===== src/rtl/irq_steer_pkg.sv =====
package irq_steer_pkg;
    localparam int LINES     = 16;
    localparam int LINE_W    = 4;
    localparam int MASK_W    = 32;
    localparam int SRC_W     = 5;
    localparam int MIRQ_BASE = 30;
    localparam int N_LINK    = 4;
    localparam int N_MIRQ    = 2;
    localparam int N_ROUTE   = N_LINK + N_MIRQ;

    typedef struct packed {
        logic              dis;
        logic [2:0]        unused;
        logic [LINE_W-1:0] line;
    } route_t;
endpackage


===== src/rtl/irq_route_regs.sv =====
module irq_route_regs
    import irq_steer_pkg::*;
(
    input  logic                clk,
    input  logic                rst_n,
    input  logic                we,
    input  logic [2:0]          addr,
    input  logic [7:0]          wdata,
    output route_t [N_ROUTE-1:0] routes
);
    route_t [N_ROUTE-1:0] regs_q;

    for (genvar e = 0; e < N_ROUTE; e++) begin : g_entry
        always_ff @(posedge clk) begin
            if (!rst_n)
                regs_q[e] <= route_t'(8'h80);
            else if (we && addr == 3'(e))
                regs_q[e] <= route_t'(wdata);
        end
    end

    assign routes = regs_q;
endmodule


===== src/rtl/irq_req_decode.sv =====
module irq_req_decode
    import irq_steer_pkg::*;
#(
    parameter int NUM_CARDS = 8,
    parameter int CARD_W    = 3
) (
    input  route_t [N_ROUTE-1:0] routes,
    input  logic                 steer_en,
    input  logic                 is_mirq,
    input  logic [CARD_W-1:0]    card,
    input  logic [1:0]           pin,
    input  logic [1:0]           mirq_sel,
    input  logic                 mirq_level,
    output logic                 ok,
    output logic [LINE_W-1:0]    line,
    output logic [SRC_W-1:0]     src,
    output logic                 is_level
);
    logic [2:0] entry;
    logic [1:0] link;
    route_t     sel_route;

    always_comb begin
        link     = 2'(card) + pin;
        entry    = is_mirq ? (3'(N_LINK) + {2'b00, mirq_sel[0]}) : {1'b0, link};
        sel_route = routes[entry];
        line     = sel_route.line;
        src      = is_mirq ? SRC_W'(MIRQ_BASE + int'(mirq_sel[0])) : SRC_W'(card);
        is_level = is_mirq ? mirq_level : steer_en;
        ok       = !sel_route.dis;
        if (is_mirq && mirq_sel[1])
            ok = 1'b0;
        if (!is_mirq && int'(card) >= NUM_CARDS)
            ok = 1'b0;
    end
endmodule


===== src/rtl/irq_hold_array.sv =====
module irq_hold_array
    import irq_steer_pkg::*;
(
    input  logic              clk,
    input  logic              rst_n,
    input  logic              set_v,
    input  logic              clr_v,
    input  logic              is_level,
    input  logic [LINE_W-1:0] line,
    input  logic [SRC_W-1:0]  src,
    output logic [LINES-1:0]  level_out,
    output logic [LINES-1:0]  pulse_out
);
    logic [LINES-1:0][MASK_W-1:0] hold_q;
    logic [LINES-1:0][MASK_W-1:0] hold_d;
    logic [LINES-1:0]             level_q, pulse_q;

    for (genvar g = 0; g < LINES; g++) begin : g_line
        always_comb begin
            hold_d[g] = hold_q[g];
            if (line == LINE_W'(g) && is_level) begin
                if (clr_v) hold_d[g][src] = 1'b0;   // clear first
                if (set_v) hold_d[g][src] = 1'b1;   // then set
            end
        end

        always_ff @(posedge clk) begin
            if (!rst_n) begin
                hold_q[g]  <= '0;
                level_q[g] <= 1'b0;
                pulse_q[g] <= 1'b0;
            end else begin
                hold_q[g]  <= hold_d[g];
                level_q[g] <= |hold_q[g];
                pulse_q[g] <= set_v && !is_level && line == LINE_W'(g);
            end
        end
    end

    assign level_out = level_q;
    assign pulse_out = pulse_q;

    // Flat view: index {line, src} works because MASK_W is a power of two.
    logic [LINES*MASK_W-1:0]     hold_flat;
    logic [LINE_W+SRC_W-1:0]     flat_idx;
    assign hold_flat = hold_q;
    assign flat_idx  = {line, src};

    assert_level_set_R4: assert property (@(posedge clk) disable iff (!rst_n)
        (set_v && is_level) |=> hold_flat[$past(flat_idx)]);
    assert_level_clear_R8: assert property (@(posedge clk) disable iff (!rst_n)
        (clr_v && !set_v && is_level) |=> !hold_flat[$past(flat_idx)]);
    assert_set_wins_R11: assert property (@(posedge clk) disable iff (!rst_n)
        (clr_v && set_v && is_level) |=> hold_flat[$past(flat_idx)]);
    assert_idle_stable_R10: assert property (@(posedge clk) disable iff (!rst_n)
        (!set_v && !clr_v) |=> $stable(hold_flat));
    assert_edge_no_hold_R5: assert property (@(posedge clk) disable iff (!rst_n)
        (!is_level) |=> $stable(hold_flat));
    assert_pulse_single_R5: assert property (@(posedge clk) disable iff (!rst_n)
        $onehot0(pulse_q));
endmodule


===== src/rtl/irq_steer_router.sv =====
module irq_steer_router
    import irq_steer_pkg::*;
#(
    parameter int NUM_CARDS = 8,
    parameter int CARD_W    = 3
) (
    input  logic              clk,
    input  logic              rst_n,
    input  logic              steer_en,
    input  logic              cfg_we,
    input  logic [2:0]        cfg_addr,
    input  logic [7:0]        cfg_data,
    input  logic              req_set,
    input  logic              req_clr,
    input  logic              req_is_mirq,
    input  logic [CARD_W-1:0] req_card,
    input  logic [1:0]        req_pin,
    input  logic [1:0]        req_mirq_sel,
    input  logic              req_mirq_level,
    output logic [LINES-1:0]  irq_level,
    output logic [LINES-1:0]  irq_pulse
);
    route_t [N_ROUTE-1:0] routes;
    logic              ok, is_level;
    logic [LINE_W-1:0] line;
    logic [SRC_W-1:0]  src;

    irq_route_regs u_regs (
        .clk(clk), .rst_n(rst_n), .we(cfg_we), .addr(cfg_addr),
        .wdata(cfg_data), .routes(routes)
    );

    irq_req_decode #(.NUM_CARDS(NUM_CARDS), .CARD_W(CARD_W)) u_dec (
        .routes(routes), .steer_en(steer_en), .is_mirq(req_is_mirq),
        .card(req_card), .pin(req_pin), .mirq_sel(req_mirq_sel),
        .mirq_level(req_mirq_level), .ok(ok), .line(line), .src(src),
        .is_level(is_level)
    );

    irq_hold_array u_hold (
        .clk(clk), .rst_n(rst_n), .set_v(req_set && ok), .clr_v(req_clr && ok),
        .is_level(is_level), .line(line), .src(src),
        .level_out(irq_level), .pulse_out(irq_pulse)
    );

    assert_pulse_from_set_R9: assert property (@(posedge clk) disable iff (!rst_n)
        (irq_pulse != '0) |-> $past(req_set));
    assert_rejected_quiet_R10: assert property (@(posedge clk) disable iff (!rst_n)
        (req_is_mirq && req_mirq_sel[1]) |=> (irq_pulse == '0));
endmodule


===== config.mk =====
export PLATFORM = sky130hd
export DESIGN_NAME = irq_steer_router
export DESIGN_NICKNAME = d
export VERILOG_FILES = /design/src/rtl/irq_steer_pkg.sv /design/src/rtl/irq_route_regs.sv /design/src/rtl/irq_req_decode.sv /design/src/rtl/irq_hold_array.sv /design/src/rtl/irq_steer_router.sv
export SDC_FILE = /design/constraint.sdc
export NUM_CORES = 1
export LEC_CHECK = 0
export BUFFER_PORTS_ARGS = -buffer_cell sky130_fd_sc_hd__buf_2
export CORE_UTILIZATION = 30
export CTS_CLUSTER_SIZE = 25
export DETAILED_ROUTE_END_ITERATION = 16
export HOLD_SLACK_MARGIN = 0.06
export PLACE_DENSITY = 0.41
export RECOVER_POWER = 50
export SLEW_MARGIN = 20
export SYNTH_ARGS = -nofsm -noshare
export SYNTH_HDL_FRONTEND = slang
export SYNTH_HIERARCHICAL = 1
export SYNTH_SLANG_ARGS = --single-unit

===== constraint.sdc =====
create_clock -name clk -period 4.1 [get_ports clk]
set_input_delay 0.82 -clock clk [delete_from_list [all_inputs] [get_ports clk]]
set_output_delay 0.82 -clock clk [all_outputs]
set_load 0.01 [all_outputs]

==> results of run 1 <==
==> stage by stage <==
stage                     std cells  utilization [%]  instance area, um2  setup slack, ns  power (W)
after floorplan                2958                -               25600            0.667    0.00612
after global placement         3827             31.8               26700            0.204    0.00632
after detailed placement       3827             31.8               26700            0.165    0.00632
after CTS                      3947             34.6               29100            0.789     0.0129
after global routing           3948             34.6               29100            0.283     0.0132
final                          3948             34.6               29100            0.535     0.0127
==> flip-flops by register name, indices dropped and copies added (netlist names) <==
register / cells
u_hold/pulse_out: 16
u_hold/level_out: 16
u_hold/hold_flat: 512
u_regs/routes: 30
==> critical path, stage by stage <==
cell and delay (ns):
clkbuf_1 0.09, ha_1 0.29, mux2i_1 0.24, buf_4 0.27
mux2i_1 0.21, o221ai_1 0.17, buf_4 0.20, nand3b_1 0.19
clkbuf_4 0.55, or2_1 0.40, buf_4 0.26, o32ai_1 0.29
==> layout by cell type (no fill, tap or decap), drive strengths merged, types with 3 or more instances in the layout <==
| cell type | count |
|---|---|
| mux2 | 7 |
| nor2b | 8 |
| and3b | 5 |
| mux2i | 40 |
| nand3b | 9 |
| clkbuf | 143 |
| o221ai | 4 |
| or2 | 20 |
| o32ai | 512 |
| clkinv | 6 |
| o21a | 16 |
| buf | 158 |
| or3b | 7 |
| bufinv | 7 |
| clkinvlp | 3 |
| nor4 | 640 |
| nand2 | 577 |
| nor3b | 4 |
| nand4 | 33 |
| nor2 | 16 |
| nand3 | 3 |
| dfxtp | 574 |
==> path summary, 6_finish.rpt <==
kind | endpoint | from
worst min-delay path | u_regs/routes[2]$_SDFFE_PN0P_ | u_regs/routes[2]$_SDFFE_PN0P_
worst min register to register | u_regs/routes[2]$_SDFFE_PN0P_ | u_regs/routes[2]$_SDFFE_PN0P_
worst max-delay path | u_hold/hold_flat[333]$_SDFFE_PN0P_ | req_card[0]
worst max register to register | u_hold/hold_flat[252]$_SDFFE_PN0P_ | u_regs/routes[31]$_SDFFE_PN1P_
==> per-layer routing <==
layer  wire length, um  GRT usage, %  vias to the layer above  part of all wire, %
met5                 0             0                        -                    0
met4              2990          7.91                        0                  2.8
met3              7260          3.72                      163                  6.7
met2             49600          38.6                     1098                   46
met1             48700          33.6                    12600                   45
li1                  -             -                    11200                    -
==> report_power, final <==
group          total (W)  switching (W)  internal (W)
clock            0.00654        0.00252       0.00402
combinational   0.000622       0.000524     0.0000982
sequential       0.00559     0.00000338       0.00559
==> layout make-up <==
class                   instances  area share [%]
multi-input cells            1922            42.0
inverters                       1          0.0387
flip-flops and latches        574            39.5
repair buffers                197            5.27
clock inverters                16           0.904
clock buffers                 104            7.34
well taps                    1134            4.88
==> impl_results.md, run 1 <==
* FF-to-FF path depth at 8
* Synthesis-to-layout area growth at 13.5%
* Gr ovfl total at 0
* Worst-path fanout max at 73
* Routed length per placed instance at 27.5 um
* Cts hold-fix bufs at 0
* Worst Clk Skew at 0.0172 ns
* Power per cell area at 439 mW/mm2
* Setup Buffers After CTS at 0
* Drt initial violations at 2729
* WP data required at 4.59 ns
* Vias per cell at 6.36
* Leak at 8.27 nW
* GP Congestion at 0.772
* Hold/Removal Path Class: reg -> reg
* Reg clk slew, reported paths at 0.06 ns
* Worst reg2reg setup slack at 1.21 ns
* Crit start category: input pin
* Worst hold path cell count at 2
* Initial Util at 30.4%
* Synth warn at 6
* H-tree depth at 3
* Bufs on Longest Clock Path at 3
* Tmin final at 3.57 ns
* Measured slew at the worst slew-check pin at 1.96 ns
* Register area at 0.0115 mm2
* Core Box Area at 0.0841 mm2
* Layout cells sized above 1 at 10.8%
* Failing checks: capacitance limit, slew limit
* FMAX at 280 MHz
* Total routed wirelength at 109000 um
* Crit share post-route at 87.0%
* Vias at 25100
* Number of fill cells in the layout at 8646
* First-pass GRT wire length at 161000 um
* RSZ-0062 raised after global routing: false
* TritonRoute pass-1 iters at 6
* Critical path start-end classification: in -> reg
* Post-Synthesis Cells at 2958
* DRC Markers at 0
* Syn nets at 2985
* Setup tns final at 0 ns
* # nets final at 2795
* Post-cts sizing count at 0
* CP Data Arrival Time at 4.06 ns
* Die H at 294 um
* Clk sink count at 574
* Syn Area/Cell at 8.65 um2
* Worst IR drop on VDD at 0.261 mV
* Rows at 106
* Root Buffer: clkbuf_16
* Initial antenna violation count at 0
* Clk_lat worst skew at 0.61 ns
* Ant. Diodes at 0
* Vias in the first global route at 24300
* Largest net degree at the start of global routing at 252
* Rel. slew slack at -30.7%
* CP endpoint kind: flop
* Die width at 294 um
* # IOs at 58
* Die ar. at 0.0865 mm2
* Fin. Hold Viols at 0
* Final Max Tran Viols at 84
* Max cap viols at 1
* CTS tree: done
* Final setup fails at 0
* Status: finished, violations left
* Port buffer count at 54
* Total CTS buffers at 72
* Area of the multi-input gates at 0.0122 mm2
* Post-DP HPWL at 56700 um
* ANT nets after route at 0
* Mapped cell area at 0.0256 mm2
* GRT Total Usage at 24.4%
* Final hold slack at 0.458 ns
No activity file was read; power rests on OpenSTA's default activity.
==> run 2, diff against run 1 <==
MAX_ROUTING_LAYER = met4   (was default)
==> run 2 against run 1 <==
Effect of this change: the run still ends with capacitance limit, slew limit left; clock skew is 0.0012 ns lower; critical endpoint is now u_hold/hold_flat[252]$_SDFFE_PN0P_; largest cell class unchanged; die area unchanged; clock power is essentially flat.
==> impl_results.md, run 2 (synthesis gave the netlist of run 1 again) <==
* GP Congestion at 0.784 (+1.5%)
* Setup Buffers After CTS at 0 (unchanged)
* Part of the power in registers at 43.9% (about the same)
* Worst path max stage delay at 0.74 ns (+0.19 ns)
* Die width at 294 um (unchanged)
* Worst-path fanout max at 27 (-63%)
* Max Used Layer: met4
* Clk_lat worst skew at 0.60 ns (about the same)
* Routed length per placed instance at 27.5 um (about the same)
* Fin. Hold Viols at 0 (unchanged)
* Final Max Tran Viols at 84 (unchanged)
* Final setup fails at 0 (unchanged)
* FF-to-FF path depth at 8 (unchanged)
* Reg clk slew, reported paths at 0.05 ns (about the same)
* RSZ-0062 raised after global routing: false
* Max cap viols at 1 (unchanged)
* Core Box Area at 0.0841 mm2 (unchanged)
* P_int at 0.00971 W (about the same)
* Clock power share at 51.2% (about the same)
* # nets final at 2795 (unchanged)
* Post-cts sizing count at 0 (unchanged)
* Crit share post-route at 87.3% (+0.37 points)
* Rows at 106 (unchanged)
* CP cell instances: clkbuf_1, ha_1, mux2i_1, and2b_2, a211o_1, o211ai_2, and2_0, or3b_1, buf_4, nor4_1, o32ai_1
* Most common cell after layout, fill and taps aside: nor4_1
* Sw Share at 23.8% (-0.10 points)
* Final hold slack at 0.458 ns (-0.000506 ns)
* Final design utilization at 34.6% (about the same)
* Failing checks: capacitance limit, slew limit
* Port buffer count at 54 (unchanged)
* Crit start category: input pin
* Post-DP HPWL at 56700 um (unchanged)
* # IOs at 58 (unchanged)
* Hold/Removal Path Class: reg -> reg
* Vias at 25200 (+0.16%)
* Max FFs per register at 512 (unchanged)
* Combinational power share at 4.9% (about the same)
* NetSw at 0.00303 W (-0.55%)
* Rel. slew slack at -30.6% (about the same)
* First-pass GRT wire length at 161000 um (about the same)
* Layout cells sized above 1 at 10.8% (unchanged)
* Most frequent cells in the layout: 640 x nor4_1, 576 x nand2_1, 574 x dfxtp_1
* TritonRoute pass-1 iters at 6 (unchanged)
* Setup tns final at 0 ns (unchanged)
* Initial Util at 30.4% (unchanged)
* Ant. Diodes at 0 (unchanged)
* H-tree depth at 3 (unchanged)
* Clk sink count at 574 (unchanged)
* Bufs on Longest Clock Path at 3 (unchanged)
* WL met1 at 48500 um (-0.28%)
* Worst path slowest cell: or3b_1
* Cts hold-fix bufs at 0 (unchanged)
* Routed length on met3 at 7510 um (+3.4%)
* Synthesis-to-layout area growth at 13.6% (about the same)
* Die H at 294 um (unchanged)
* Initial antenna violation count at 0 (unchanged)
* Largest net degree at the start of global routing at 252 (unchanged)
* Total routed wirelength at 108000 um (about the same)
* Drt initial violations at 2645 (-3.1%)
* Worst hold path cell count at 2 (unchanged)
* ANT nets after route at 0 (unchanged)
* Critical path start-end classification: in -> reg
* Measured slew at the worst slew-check pin at 1.96 ns (-0.000263 ns)
* CP Data Arrival Time at 4.01 ns (-0.05 ns)
* Vias per cell at 6.37 (+0.16%)
* DRC Markers at 0 (unchanged)
* Worst IR drop on VDD at 0.260 mV (-0.40%)
* Vias in the first global route at 24300 (-0.087%)
* FMAX at 279 MHz (-0.42%)
* Leak at 8.27 nW (about the same)
* Tmin final at 3.58 ns (+0.0152 ns)
* WP data required at 4.53 ns (-0.06 ns)
* Total CTS buffers at 72 (unchanged)
* GRT Total Usage at 25.1% (+0.71 points)
* Worst reg2reg setup slack at 1.13 ns (-0.08 ns)
* CTS tree: done
* Die ar. at 0.0865 mm2 (unchanged)
* Status: finished, violations left
* CP endpoint kind: flop
* Gr ovfl total at 0 (unchanged)
* Root Buffer: clkbuf_16
* Wire length on met2 at 49500 um (-0.13%)
* Power per cell area at 438 mW/mm2 (-0.15%)
* Worst Clk Skew at 0.0160 ns (-0.00118 ns)
==> run 2: cell counts in the layout (fill, tap and decap cells not counted) <==
No cell type changed its count.
==> run 2: worst paths after layout <==
kind | startpoint | endpoint
max | req_card[0] | u_hold/hold_flat[252]$_SDFFE_PN0P_
min | u_regs/routes[42]$_SDFFE_PN0P_ | u_regs/routes[42]$_SDFFE_PN0P_
max reg2reg | u_regs/routes[31]$_SDFFE_PN1P_ | u_hold/hold_flat[252]$_SDFFE_PN0P_
min reg2reg | u_regs/routes[42]$_SDFFE_PN0P_ | u_regs/routes[42]$_SDFFE_PN0P_
==> run 2: final cells by class <==
type	instances	area, um2
fillers	8643	55000
inverters	1	11.3
clock inverters	16	263
flip-flops and latches	574	11500
well taps	1134	1420
repair buffers	197	1540
clock buffers	104	2130
multi-input cells	1922	12200
==> run 2: layer usage <==
metal / vias up / GRT usage (%)
li1: 11200 / -
met1: 12600 / 33.5
met2: 1121 / 38.8
met3: 167 / 3.64
met4: 0 / 7.90
met5: - / -
==> run 2: power groups by stage <==
stage                     clock network [W]  logic, W  registers, W
after global routing                0.00691  0.000652       0.00559
after CTS                           0.00667  0.000612       0.00559
after detailed placement                  0  0.000613       0.00571
after floorplan                           0  0.000406       0.00571
after global placement                    0  0.000606       0.00571
final                               0.00652  0.000623       0.00559
==> run 2: per-stage QoR <==
stage	setup slack (ns)	instances	cell area [um2]	total power, W
after floorplan	0.667	2958	25600	0.00612
after global placement	0.204	3827	26700	0.00632
after detailed placement	0.165	3827	26700	0.00632
after CTS	0.789	3947	29100	0.0129
after global routing	0.282	3948	29100	0.0132
final	0.519	3948	29100	0.0127
==> run 2: critical path: cells and delay by family <==
kind / cells / cell delay, ns
simple gates: 4 / 1.61
buf+inv: 2 / 0.52
compound gates: 3 / 0.50
fa+ha+maj: 1 / 0.29
mux: 1 / 0.24
==> run 3, diff against run 2 <==
CORE_ASPECT_RATIO = 0.8   (was default)
SLEW_MARGIN = default   (was 20)
==> run 3 against run 2 <==
Effect of this change: the flow finishes with violations (DRC, capacitance limit, slew limit); sequential share of layout area is 0.43 points higher; register-to-register slack worse by 0.08 ns; worst setup slack worse by 0.087 ns; via count hardly changed; critical path depth is 1 higher; core utilization is 0.45 points lower; total power is 1.9% lower; die area hardly changed; clock power is 3.7% lower; wire length is 0.92% lower; non-clock buffer count is 7 higher; cell count is 0.33% lower; largest cell class unchanged; highest routed layer unchanged.
==> impl_results.md, run 3 (synthesis gave the netlist of run 1 again) <==
* Initial Util at 30.4% (-0.068 points)
* Worst-path fanout max at 16 (-41%)
* Clk sink count at 574 (unchanged)
* Cts hold-fix bufs at 0 (unchanged)
* Worst IR drop on VDD at 0.231 mV (-11%)
* Crit start category: input pin
* RSZ-0062 raised after global routing: false
* Failing checks: DRC, capacitance limit, slew limit
* Port buffer count at 54 (unchanged)
* TritonRoute pass-1 iters at 12 (+6)
* CP cell instances: clkbuf_1, ha_1, mux2i_1, buf_4, and2b_2, a211o_1, o211ai_1, and2_0, and3_1, nand2_1, clkbuf_2, o32ai_1
* Root Buffer: clkbuf_16
* # nets final at 2797 (+0.072%)
* Setup tns final at 0 ns (unchanged)
* Initial antenna violation count at 1 (+1)
* Leak at 8.11 nW (-2.0%)
* Vias per cell at 6.40 (+0.43%)
* Post-cts sizing count at 0 (unchanged)
* ANT nets after route at 0 (unchanged)
* Max FFs per register at 512 (unchanged)
* Die ar. at 0.0865 mm2 (about the same)
* Critical path start-end classification: in -> reg
* Tmin final at 3.67 ns (+0.0872 ns)
* H-tree depth at 3 (unchanged)
* Measured slew at the worst slew-check pin at 2.66 ns (+0.703 ns)
* Fin. Hold Viols at 0 (unchanged)
* FMAX at 273 MHz (-2.4%)
* Number of fill cells in the layout at 8525 (-1.4%)
* Reg clk slew, reported paths at 0.06 ns (about the same)
* Final hold slack at 0.460 ns (+0.00193 ns)
* Status: finished, violations left
* FF-to-FF path depth at 8 (unchanged)
* CTS tree: done
* Placed insts at 3816 (-0.29%)
* Most common cell after layout, fill and taps aside: nor4_1
* Worst Clk Skew at 0.0244 ns (+0.00845 ns)
* Die H at 263 um (-10%)
* Layout cells sized above 1 at 9.80% (-1.0 points)
* Worst path slowest cell: clkbuf_2
* GP Congestion at 0.785 (+0.19%)
* First-pass GRT wire length at 160000 um (-1.1%)
* Synthesis-to-layout area growth at 12.3%
* Clk_lat worst skew at 0.62 ns (+0.02 ns)
* CP endpoint kind: flop
* WP data required at 4.60 ns (+0.07 ns)
* Hold/Removal Path Class: reg -> reg
* Largest delay share family, worst path: simple AND/OR/NAND/NOR gates
* DRC Markers at 4 (+4)
* Vias in the first global route at 24100 (-0.70%)
* Core Box Area at 0.0843 mm2 (+0.22%)
* Final Max Tran Viols at 530 (+530%)
* Worst path bufs/invs at 3 (+1)
* Max cap viols at 4 (+3)
* Instance count on the critical path at 12 (+1)
* Gr ovfl total at 0 (unchanged)
* Routed length per placed instance at 27.3 um (-0.59%)
* Vias at 25200 (+0.095%)
* Bufs on Longest Clock Path at 3 (unchanged)
* Rows at 95 (-10%)
* Total routed wirelength at 107000 um (-0.92%)
* Power per cell area at 434 mW/mm2 (-0.84%)
* Worst path max stage delay at 0.57 ns (-0.17 ns)
* Final setup fails at 0 (unchanged)
* Layout Cells excl Fill at 3935 (-0.33%)
* Largest net degree at the start of global routing at 224 (-11%)
* Total CTS buffers at 67 (-6.9%)
* Setup Buffers After CTS at 0 (unchanged)
* Die width at 329 um (+12%)
* Crit share post-route at 89.5% (+2.1 points)
* Rel. slew slack at -77.5% (-47 points)
* Worst hold path cell count at 2 (unchanged)
* Most frequent cells in the layout: 640 x nor4_1, 576 x nand2_1, 574 x dfxtp_1
* GRT Total Usage at 24.8% (-0.28 points)
* # IOs at 58 (unchanged)
* Drt initial violations at 2895 (+9.5%)
* CP Data Arrival Time at 4.17 ns (+0.16 ns)
* Post-DP HPWL at 56200 um (-0.87%)
-- run 3: path summary, 6_finish.rpt --
check | to | slack [ns] | from
worst min register to register | u_regs/routes[19]$_SDFFE_PN0P_ | 0.46 | u_regs/routes[19]$_SDFFE_PN0P_
worst max register to register | u_hold/hold_flat[231]$_SDFFE_PN0P_ | 1.05 | u_regs/routes[31]$_SDFFE_PN1P_
worst min-delay path | u_regs/routes[19]$_SDFFE_PN0P_ | 0.46 | u_regs/routes[19]$_SDFFE_PN0P_
worst max-delay path | u_hold/hold_flat[231]$_SDFFE_PN0P_ | 0.43 | req_card[0]
-- run 3: worst reg2reg max path, cell delays in order, from the launching register on --
cell and delay, ns:
dfxtp_1 0.31, and2b_2 0.18, a211o_1 0.26, o211ai_1 0.11, and2_0 0.43, and3_1 0.46, nand2_1 0.09, clkbuf_2 0.57
o32ai_1 0.52
-- run 3: per-stage QoR --
stage | util (%) | worst slack [ns] | area, um2 | power [W]
CTS | 34.4 | 0.831 | 29000 | 0.0126
floorplan | - | 0.667 | 25600 | 0.00612
detailed placement | 31.7 | 0.186 | 26700 | 0.00632
global placement | 31.7 | 0.239 | 26700 | 0.00632
global route | 34.1 | 0.283 | 28800 | 0.0129
finish | 34.1 | 0.432 | 28800 | 0.0125
-- run 3: routing by layer --
metal / global-route usage, % / share of wire (%) / vias to the layer above
met5: - / 0 / -
met4: 8.25 / 3.1 / 0
met3: 4.74 / 7.6 / 189
met2: 35.8 / 44 / 1192
met1: 34.3 / 46 / 12500
li1: - / - / 11300
-- run 3: where the power goes --
part           internal [W]  leakage [nW]  switching (W)  total (W)
sequential          0.00558          4.62     0.00000347    0.00559
combinational     0.0000980          2.37       0.000522   0.000620
clock               0.00377          1.12        0.00251    0.00628
total               0.00946          8.11        0.00304     0.0125
-- run 3: area by class of cell --
cell class / instances / area [um2] / area share, %
antenna: 3 / 7.51 / 0.0261
multi-input combinational: 1922 / 12200 / 42.4
tap: 1115 / 1400 / 4.85
clock inverter: 14 / 201 / 0.700
timing repair buffer: 204 / 1390 / 4.82
inverter: 1 / 11.3 / 0.0392
clock buffer: 102 / 2060 / 7.17
sequential: 574 / 11500 / 40.0
